File: config.mk
export PLATFORM = sky130hd
export DESIGN_NAME = sq_capture_buf
export DESIGN_NICKNAME = d
export VERILOG_FILES = /design/src/rtl/sqcb_pkg.sv /design/src/rtl/sqcb_qualify.sv /design/src/rtl/sqcb_ctrl.sv /design/src/rtl/sqcb_mem.sv /design/src/rtl/sq_capture_buf.sv
export SDC_FILE = /design/constraint.sdc
export NUM_CORES = 1
export LEC_CHECK = 0
export BUFFER_PORTS_ARGS = -buffer_cell sky130_fd_sc_hd__buf_2
export CAP_MARGIN = 20
export CORE_MARGIN = 2
export CORE_UTILIZATION = 35
export CTS_CLUSTER_DIAMETER = 80
export DETAILED_ROUTE_END_ITERATION = 6
export GPL_TIMING_DRIVEN = 0
export SETUP_SLACK_MARGIN = 0.1
export SLEW_MARGIN = 30
export SYNTH_ARGS = -nofsm -noshare
export SYNTH_HDL_FRONTEND = slang
export SYNTH_SLANG_ARGS = --single-unit
File: constraint.sdc
create_clock -name clk -period 5.5 [get_ports clk]
set_input_delay 0.275 -clock clk [delete_from_list [all_inputs] [get_ports clk]]
set_output_delay 0.275 -clock clk [all_outputs]
set_load 0.05 [all_outputs]
File: src/rtl/sqcb_pkg.sv
package sqcb_pkg;
   typedef enum logic [1:0] {
      ST_IDLE = 2'd0,
      ST_PRE  = 2'd1,
      ST_POST = 2'd2,
      ST_DONE = 2'd3
   } cap_state_t;
endpackage

File: src/rtl/sqcb_qualify.sv
module sqcb_qualify #(
   parameter int EVT_W = 16,
   parameter int SEL_N = 4,
   localparam int SW  = $clog2(EVT_W),
   localparam int TBL = 1 << SEL_N
) (
   input  logic [EVT_W-1:0]    evt,
   input  logic [SEL_N*SW-1:0] evt_sel,
   input  logic [TBL-1:0]      tbl,
   input  logic                en,
   output logic                qual
);
   logic [SEL_N-1:0] idx;

   for (genvar g = 0; g < SEL_N; g++) begin : g_pick
      logic [SW-1:0] s;
      assign s = evt_sel[g*SW +: SW];
      if ((1 << SW) == EVT_W) begin : g_full
         assign idx[g] = evt[s];
      end else begin : g_guard
         assign idx[g] = (int'(s) < EVT_W) ? evt[s] : 1'b0;
      end
   end

   assign qual = en ? tbl[idx] : 1'b1;
endmodule

File: src/rtl/sqcb_ctrl.sv
module sqcb_ctrl
   import sqcb_pkg::*;
#(
   parameter int DEPTH = 64,
   localparam int AW = $clog2(DEPTH),
   localparam int CW = $clog2(DEPTH + 1)
) (
   input  logic          clk,
   input  logic          rst,
   input  logic          arm,
   input  logic          trig,
   input  logic          qual,
   input  logic [CW-1:0] post_len,
   output logic          we,
   output logic [AW-1:0] waddr,
   output logic          done,
   output logic [CW-1:0] count,
   output logic [AW-1:0] taddr,
   output logic          capturing
);
   localparam logic [AW-1:0] LAST    = AW'(DEPTH - 1);
   localparam logic [CW-1:0] FULL    = CW'(DEPTH);
   localparam logic [CW-1:0] MAXPOST = CW'(DEPTH - 1);
   localparam logic [CW-1:0] ONE     = CW'(1);

   cap_state_t    state;
   logic [CW-1:0] remain;
   logic [CW-1:0] post_eff;

   assign post_eff = (post_len > MAXPOST) ? MAXPOST : post_len;

   always_comb begin
      we = 1'b0;
      if (!arm) begin
         unique case (state)
            ST_PRE:  we = qual | trig;
            ST_POST: we = qual;
            default: we = 1'b0;
         endcase
      end
   end

   always_ff @(posedge clk) begin
      if (rst) begin
         state  <= ST_IDLE;
         waddr  <= '0;
         count  <= '0;
         remain <= '0;
         taddr  <= '0;
      end else if (arm) begin
         state  <= ST_PRE;
         waddr  <= '0;
         count  <= '0;
         remain <= '0;
         taddr  <= '0;
      end else begin
         if (we) begin
            waddr <= (waddr == LAST) ? '0 : waddr + AW'(1);
            if (count != FULL) count <= count + ONE;
         end
         unique case (state)
            ST_PRE: if (trig) begin
               taddr  <= waddr;
               remain <= post_eff;
               state  <= (post_eff == '0) ? ST_DONE : ST_POST;
            end
            ST_POST: if (qual) begin
               remain <= remain - ONE;
               if (remain == ONE) state <= ST_DONE;
            end
            default: ;
         endcase
      end
   end

   assign done      = (state == ST_DONE);
   assign capturing = (state == ST_PRE) || (state == ST_POST);
endmodule

File: src/rtl/sqcb_mem.sv
module sqcb_mem #(
   parameter int DATA_W = 16,
   parameter int DEPTH  = 64,
   parameter bit RD_REG = 1'b1,
   localparam int AW = $clog2(DEPTH)
) (
   input  logic              clk,
   input  logic              we,
   input  logic [AW-1:0]     waddr,
   input  logic [DATA_W-1:0] wdata,
   input  logic [AW-1:0]     raddr,
   output logic [DATA_W-1:0] rdata
);
   logic [DATA_W-1:0] cells [DEPTH];

   always_ff @(posedge clk) begin
      if (we) cells[waddr] <= wdata;
   end

   if (RD_REG) begin : g_rd_reg
      always_ff @(posedge clk) rdata <= cells[raddr];
   end else begin : g_rd_comb
      assign rdata = cells[raddr];
   end
endmodule

File: src/rtl/sq_capture_buf.sv
module sq_capture_buf #(
   parameter int DATA_W = 16,
   parameter int DEPTH  = 64,
   parameter int EVT_W  = 16,
   parameter int SEL_N  = 4,
   parameter bit RD_REG = 1'b1,
   localparam int AW  = $clog2(DEPTH),
   localparam int CW  = $clog2(DEPTH + 1),
   localparam int SW  = $clog2(EVT_W),
   localparam int TBL = 1 << SEL_N
) (
   input  logic                clk,
   input  logic                rst,
   input  logic                arm,
   input  logic [DATA_W-1:0]   probe_data,
   input  logic [EVT_W-1:0]    match_evt,
   input  logic                trig,
   input  logic                qual_en,
   input  logic [SEL_N*SW-1:0] qual_sel,
   input  logic [TBL-1:0]      qual_tbl,
   input  logic [CW-1:0]       post_len,
   output logic                done,
   output logic [CW-1:0]       stored_cnt,
   output logic [AW-1:0]       trig_addr,
   input  logic [AW-1:0]       rd_addr,
   output logic [DATA_W-1:0]   rd_data
);
   if (DEPTH < 2) begin : g_bad_depth
      $error("sq_capture_buf: DEPTH must be at least 2");
   end
   if (EVT_W < 2) begin : g_bad_evt
      $error("sq_capture_buf: EVT_W must be at least 2");
   end
   if (SEL_N < 1 || SEL_N > 6) begin : g_bad_sel
      $error("sq_capture_buf: SEL_N must lie in 1..6");
   end
   if (DATA_W < 1) begin : g_bad_data
      $error("sq_capture_buf: DATA_W must be positive");
   end

   logic          qual;
   logic          we;
   logic [AW-1:0] waddr;
   logic          capturing;

   sqcb_qualify #(.EVT_W(EVT_W), .SEL_N(SEL_N)) i_qual (
      .evt     (match_evt),
      .evt_sel (qual_sel),
      .tbl     (qual_tbl),
      .en      (qual_en),
      .qual    (qual)
   );

   sqcb_ctrl #(.DEPTH(DEPTH)) i_ctrl (
      .clk       (clk),
      .rst       (rst),
      .arm       (arm),
      .trig      (trig),
      .qual      (qual),
      .post_len  (post_len),
      .we        (we),
      .waddr     (waddr),
      .done      (done),
      .count     (stored_cnt),
      .taddr     (trig_addr),
      .capturing (capturing)
   );

   sqcb_mem #(.DATA_W(DATA_W), .DEPTH(DEPTH), .RD_REG(RD_REG)) i_mem (
      .clk   (clk),
      .we    (we),
      .waddr (waddr),
      .wdata (probe_data),
      .raddr (rd_addr),
      .rdata (rd_data)
   );
endmodule

==> After elaboration in Yosys (flattened, before gate mapping) <==
Memory sizes are Yosys's and may differ from the RTL's. A register that Yosys moved wholly into a read port is not among the register bits.
Cells that the tools add are included.
W data, S select, Z words.
{ "classes": {"bitwise": 1, "n_addsub": 3, "n_mux": 26, "reduce_logical": 9, "n_eq_ne": 12, "magnitude_cmp": 6} }
{ "op_table": {"columns": ["op", "count"], "rows": [
  ["$lt A4 B5 Y1 const B", 5],
  ["$mux W7", 3],
  ["$bmux W1 S4", 5],
  ["$pmux W7 S2", 1],
  ["$mux W1", 11],
  ["$reduce_and A4 Y1", 2],
  ["$add A7 B1 Y7 const B", 1],
  ["$eq A7 B1 Y1 const B", 1],
  ["$gt A7 B6 Y1 const B", 1],
  ["$logic_not A7 Y1", 1],
  ["$ne A7 B7 Y1 const B", 1],
  ["$sub A7 B1 Y7 const B", 1],
  ["$add A6 B1 Y6 const B", 1],
  ["$eq A6 B6 Y1 const B", 1],
  ["$mux W2", 3],
  ["$mux W6", 1],
  ["$ne A3 B2 Y1 const B", 2],
  ["$eq A2 B2 Y1 const B", 2],
  ["$ne A2 B1 Y1 const B", 2],
  ["$pmux W2 S2", 1],
  ["$reduce_and A2 Y1", 2],
  ["$ne A3 B3 Y1 const B", 1],
  ["$reduce_and A3 Y1", 1],
  ["$reduce_bool A3 Y1", 1],
  ["6 further kinds", 6]
]} }
{ "word_totals": {"wordCells": 64, "regBits": 28, "in_bits": 82, "mem_count": 1, "out_inout_bits": 30, "ram_bits": 1024} }
{ "memory_table": {"columns": ["memory", "depth", "word_bits", "read_ports", "rd_clocked_by_memory_dff", "wr", "line", "text"], "rows": [
  ["i_mem.cells", 64, 16, 1, 1, 1, "sqcb_mem.sv:14", "logic [DATA_W-1:0] cells [DEPTH];"]
]} }

==> Depth between registers and ports, before layout <==
{ "depth": {"word_depth": 10, "mapped_depth": 15, "ltp_nobuf": 10} }

==> Hierarchy <==
Synthesis repeated with hierarchy kept, for this count alone.
{ "unflattened": {"hier_cells": 2113, "hier_area_um2": 42478.2} }
{ "modules_own_cells": {"columns": ["mod", "n_inst", "cells_each", "area_each_um2", "seq_area_each_um2"], "rows": [
  ["sqcb_mem", 1, 1829, 40042.2, 31069.8],
  ["sqcb_ctrl", 1, 184, 1507.7, 560.5],
  ["sqcb_qualify", 1, 100, 928.4, 0.0]
]} }

==> Worst setup path before layout <==
Ideal clock, no wire load.
{ "synth_path": {"kind": "input-to-reg", "start": "input port qual_sel[2]", "end": "memory i_mem.cells[57][0] (enable)", "path_slack_ns": 1.346, "stages": 13, "arrival_ns": 3.766, "setup_ns": 0.389, "path_cell_list": "buf_6 > mux2_4 > a222oi_1 > and3b_1 > a21o_2 > a211oi_1 > or4_4 > o31ai_4 > o31ai_2 > buf_6 > or4_1 > buf_2 > nor2_1"} }
{ "synth_between": {"elab_chain_len": 10} }
{ "synth_lines": {"columns": ["item", "line", "text"], "rows": [
  ["start, declared", "sq_capture_buf.sv:19", "input logic [SEL_N*SW-1:0] qual_sel,"],
  ["$bmux W1 S4 (*)", "sqcb_qualify.sv:19", "assign idx[g] = evt[s];"],
  ["$mux W1 (implied by the code) (*)", "sqcb_qualify.sv:19", null],
  ["$bmux W1 S4 (*)", "sqcb_qualify.sv:25", "assign qual = en ? tbl[idx] : 1'b1;"],
  ["$mux W1 (implied by the code) (*)", "sqcb_qualify.sv:25", null],
  ["$mux W1 (*)", "sqcb_qualify.sv:25", null],
  ["$or A1 B1 Y1", "sqcb_ctrl.sv:36", "ST_PRE: we = qual | trig;"],
  ["$pmux W1 S2 (*)", "sqcb_ctrl.sv:35", "unique case (state)"],
  ["$mux W1 (*)", "sqcb_ctrl.sv:34", "if (!arm) begin"],
  ["$mux W1 (*)", "sqcb_mem.sv:17", "if (we) cells[waddr] <= wdata;"],
  ["$mux W1 (implied by the code) (*)", "sqcb_mem.sv:17", null],
  ["end, declared", "sqcb_mem.sv:14", null]
]} }
Every way passes the cells marked *; elsewhere a longest branch is shown, timed or not. The select of a mux whose other input is x is not followed.

==> Worst setup path after layout <==
{ "layout_path": {"start": "input port qual_sel[0]", "end": "memory i_mem.cells[43][3] (enable)"} }
The elaborated chain is that of the path after synthesis.

==> out/results.ini <==
[global_route]
grt_util_met1_pct = 24.1
use_met2_pct = 28.4
grt_pass1_vias = 20700
grt_util_all_layers_pct = 17.2
antenna_found_initial = 6
grt_max_degree = 65
grt_overflow = 0
grt.met3_usage_pct = 2.90
busiest_layer = met2
grt_pass1_wl_um = 150000

[finish]
drive_above_1_share_pct = 36.0
fin_util_pct = 41.1
fillerInstances = 10100
area_growth_pct = 16.5
final_nets = 2166
final_cells = 3698
layout_common_cells = edfxtp_1, mux4_2, clkbuf_16
final_common_cell = edfxtp_1

[critical_path]
cp_max_fo = 10
cp-end-kind = register
rr_worst_depth = 9
crit_path_start_kind = input port
crit_end = i_mem.cells[43][3]
rr_startpoint = i_ctrl.state[0]
arrival_ns = 4.43
worstSetupStartpoint = qual_sel[0]
required_ns = 5.86
crit_type = input port to register
r2r_slack_ns = 2.18
reg2reg_to = i_mem.cells[43][3]

[sta]
min_period_ns = 4.07
hold_viol_final = 0
min_period_over_period_pct = 73.9
maxSlewViolCount = 0
fmax_mhz = 246
worst_slew_pin_slew_ns = 0.992
setup_viol = 0
rsz0062_at_grt = false
relSlewSlack_pct = 33.8
fin_skew_ns = 0.0307

[yosys]
syn-instance-count = 1815
synth-edff-count = 1024
ys_ff_latch = 1068
syn_area_mm2 = 0.0417
yosys_warnings = 0
seq_area_frac_synth_pct = 75.9
ys.flop_type = edfxtp_1
avgSynthCellArea_um2 = 23.0
synth_cell_type_count = 55
async_flop_share_pct = 0
syn-num-nets = 1905

[detailed_routing]
dr.pass1.iters = 7
first_iter_violations = 2487
vias = 20300
wl_per_cell_um = 28.2
avgViaCountPerCell = 5.50
final_antenna_net_count = 0
drc = 0
wirelength_um = 104000

[placed_design]
gp_congestion = 0.825
dp.cells = 3504
dp_hpwl_um = 68900
io_buffers = 104

[hold_path]
hp-class = input port to register
hold_start = post_len[2]

[clocking]
cts-root-buf = clkbuf_16
clkSlewWorstSetupHoldPaths_ns = 0.06
cts.sinks = 1068
cts_max_level = 3
clk_latency_ns = 0.69
clockBufferDepth = 3
cts_made_buffers = 103
cts_resized = 0
cts_tree = built

[die]
die_w_um = 349
core_mm2 = 0.118
initial_core_util_pct = 35.3
fp-row-count = 126
fp.dieH_um = 349
pin_count = 112
dieArea_mm2 = 0.122

[pwr]
finalPower_w = 0.0172
vdd_ir_drop_max_mv = 0.295
power.static_leakage_nw = 15.0
power_density_mw_per_mm2 = 353

[flow_run]
maxCapViolCount = 0

[status]
status = finished, final reports clean

-- report_power, final --
part | switching [W] | internal [W]
clock network | 0.00299 | 0.00417
logic | 0.000654 | 0.000386
registers | 0.0000137 | 0.00893
total | 0.00366 | 0.0135
-- through the flow --
stage	setup TNS, ns	cell area, um^2	hold WS (ns)	setup slack, ns
global placement	-16.76	44100	0.451	-0.273
finish	0	48500	0.0875	1.43
detailed placement	0	45100	0.450	0.710
CTS	0	48500	0.0531	1.41
global route	0	48500	0.0873	1.22
floorplan	0	41700	0.374	1.35
-- flip-flops by register name, indices dropped and copies added (netlist names) --
register and count:
i_ctrl.count 7, i_ctrl.remain 7, i_ctrl.state 2, i_ctrl.taddr 6
i_ctrl.waddr 6, i_mem.cells 1024, i_mem.rdata 16
-- area by class of cell --
type,count,area [um^2],share of cell area [%]
flip-flops and latches,1068,31600,65.2
multi-input cells,632,9840,20.3
clock buffers,135,2780,5.73
well taps,1536,1920,3.96
repair buffers,156,1220,2.52
clock inverters,55,647,1.33
plain buffers,102,450,0.928
inverters,13,48.8,0.101
diodes,1,2.50,0.00515
-- layer usage --
metal | part of all wire [%] | up-vias
met5 | 0.027 | -
met4 | 2.0 | 4
met3 | 6.9 | 140
met2 | 49 | 837
met1 | 42 | 11000
li1 | - | 8313
-- cells by family after synthesis --
group	synth area share, %
flip-flops	75.9
multiplexers	19.4
AND/OR/NAND/NOR	2.04
buffers and inverters	1.10
AO/OA/AOI/OAI	1.35
adder cells (fa/ha/maj)	0.240
-- synth_stat cells, types with 2 or more instances --
cell	n	area (um^2)
clkbuf_1	62	233
ha_1	8	100
a211oi_1	8	60.1
inv_1	12	45.0
nand2b_1	4	25.0
and2_1	3	18.8
mux2i_1	12	120
buf_1	31	116
nor2_1	82	308
nor3_1	7	35.0
a21oi_1	22	110
nand3_1	8	40.0
o31a_1	2	17.5
o211a_1	3	30.0
buf_2	6	30.0
edfxtp_1	1024	30700
buf_6	2	22.5
mux2_2	6	67.6
o21ai_0	17	85.1
mux4_2	349	7860
nor4_1	4	25.0
nand4_1	2	12.5
or2_2	3	18.8
a41oi_1	2	17.5
a211o_1	2	17.5
nand3b_1	5	37.5
o31ai_2	2	25.0
or3_1	14	87.6
dfxtp_1	44	881
a221o_1	7	70.1
nand2_1	31	116
or4_1	6	45.0
a31o_2	3	26.3
-- worst min-delay path by stage --
| stage | end | cells past startpoint |
|---|---|---|
| floorplan | i_mem.cells[0][0] | 0 |
| global placement | i_ctrl.taddr[4] | 2 |
| detailed placement | i_ctrl.taddr[0] | 2 |
| CTS | i_ctrl.remain[2] | 4 |
| global route | i_ctrl.remain[2] | 4 |
| finish | i_ctrl.remain[2] | 4 |
-- critical path: stages --
cell,delay [ns]
buf_2,0.13
mux2_2,0.35
a222oi_1,0.37
and3b_1,0.27
a21o_2,0.15
a211oi_1,0.09
or4_4,0.55
o31ai_4,0.34
o31ai_2,0.14
buf_6,0.16
or3_1,0.34
clkbuf_2,0.41
nor2_2,0.58
buf_6,0.25
-- repair_timing --
item,in CTS,in global routing
hold endpoints to repair,1,0
buffers inserted,0,0
hold buffers,2,0
Note: power is estimated with default switching activity, not from simulation.
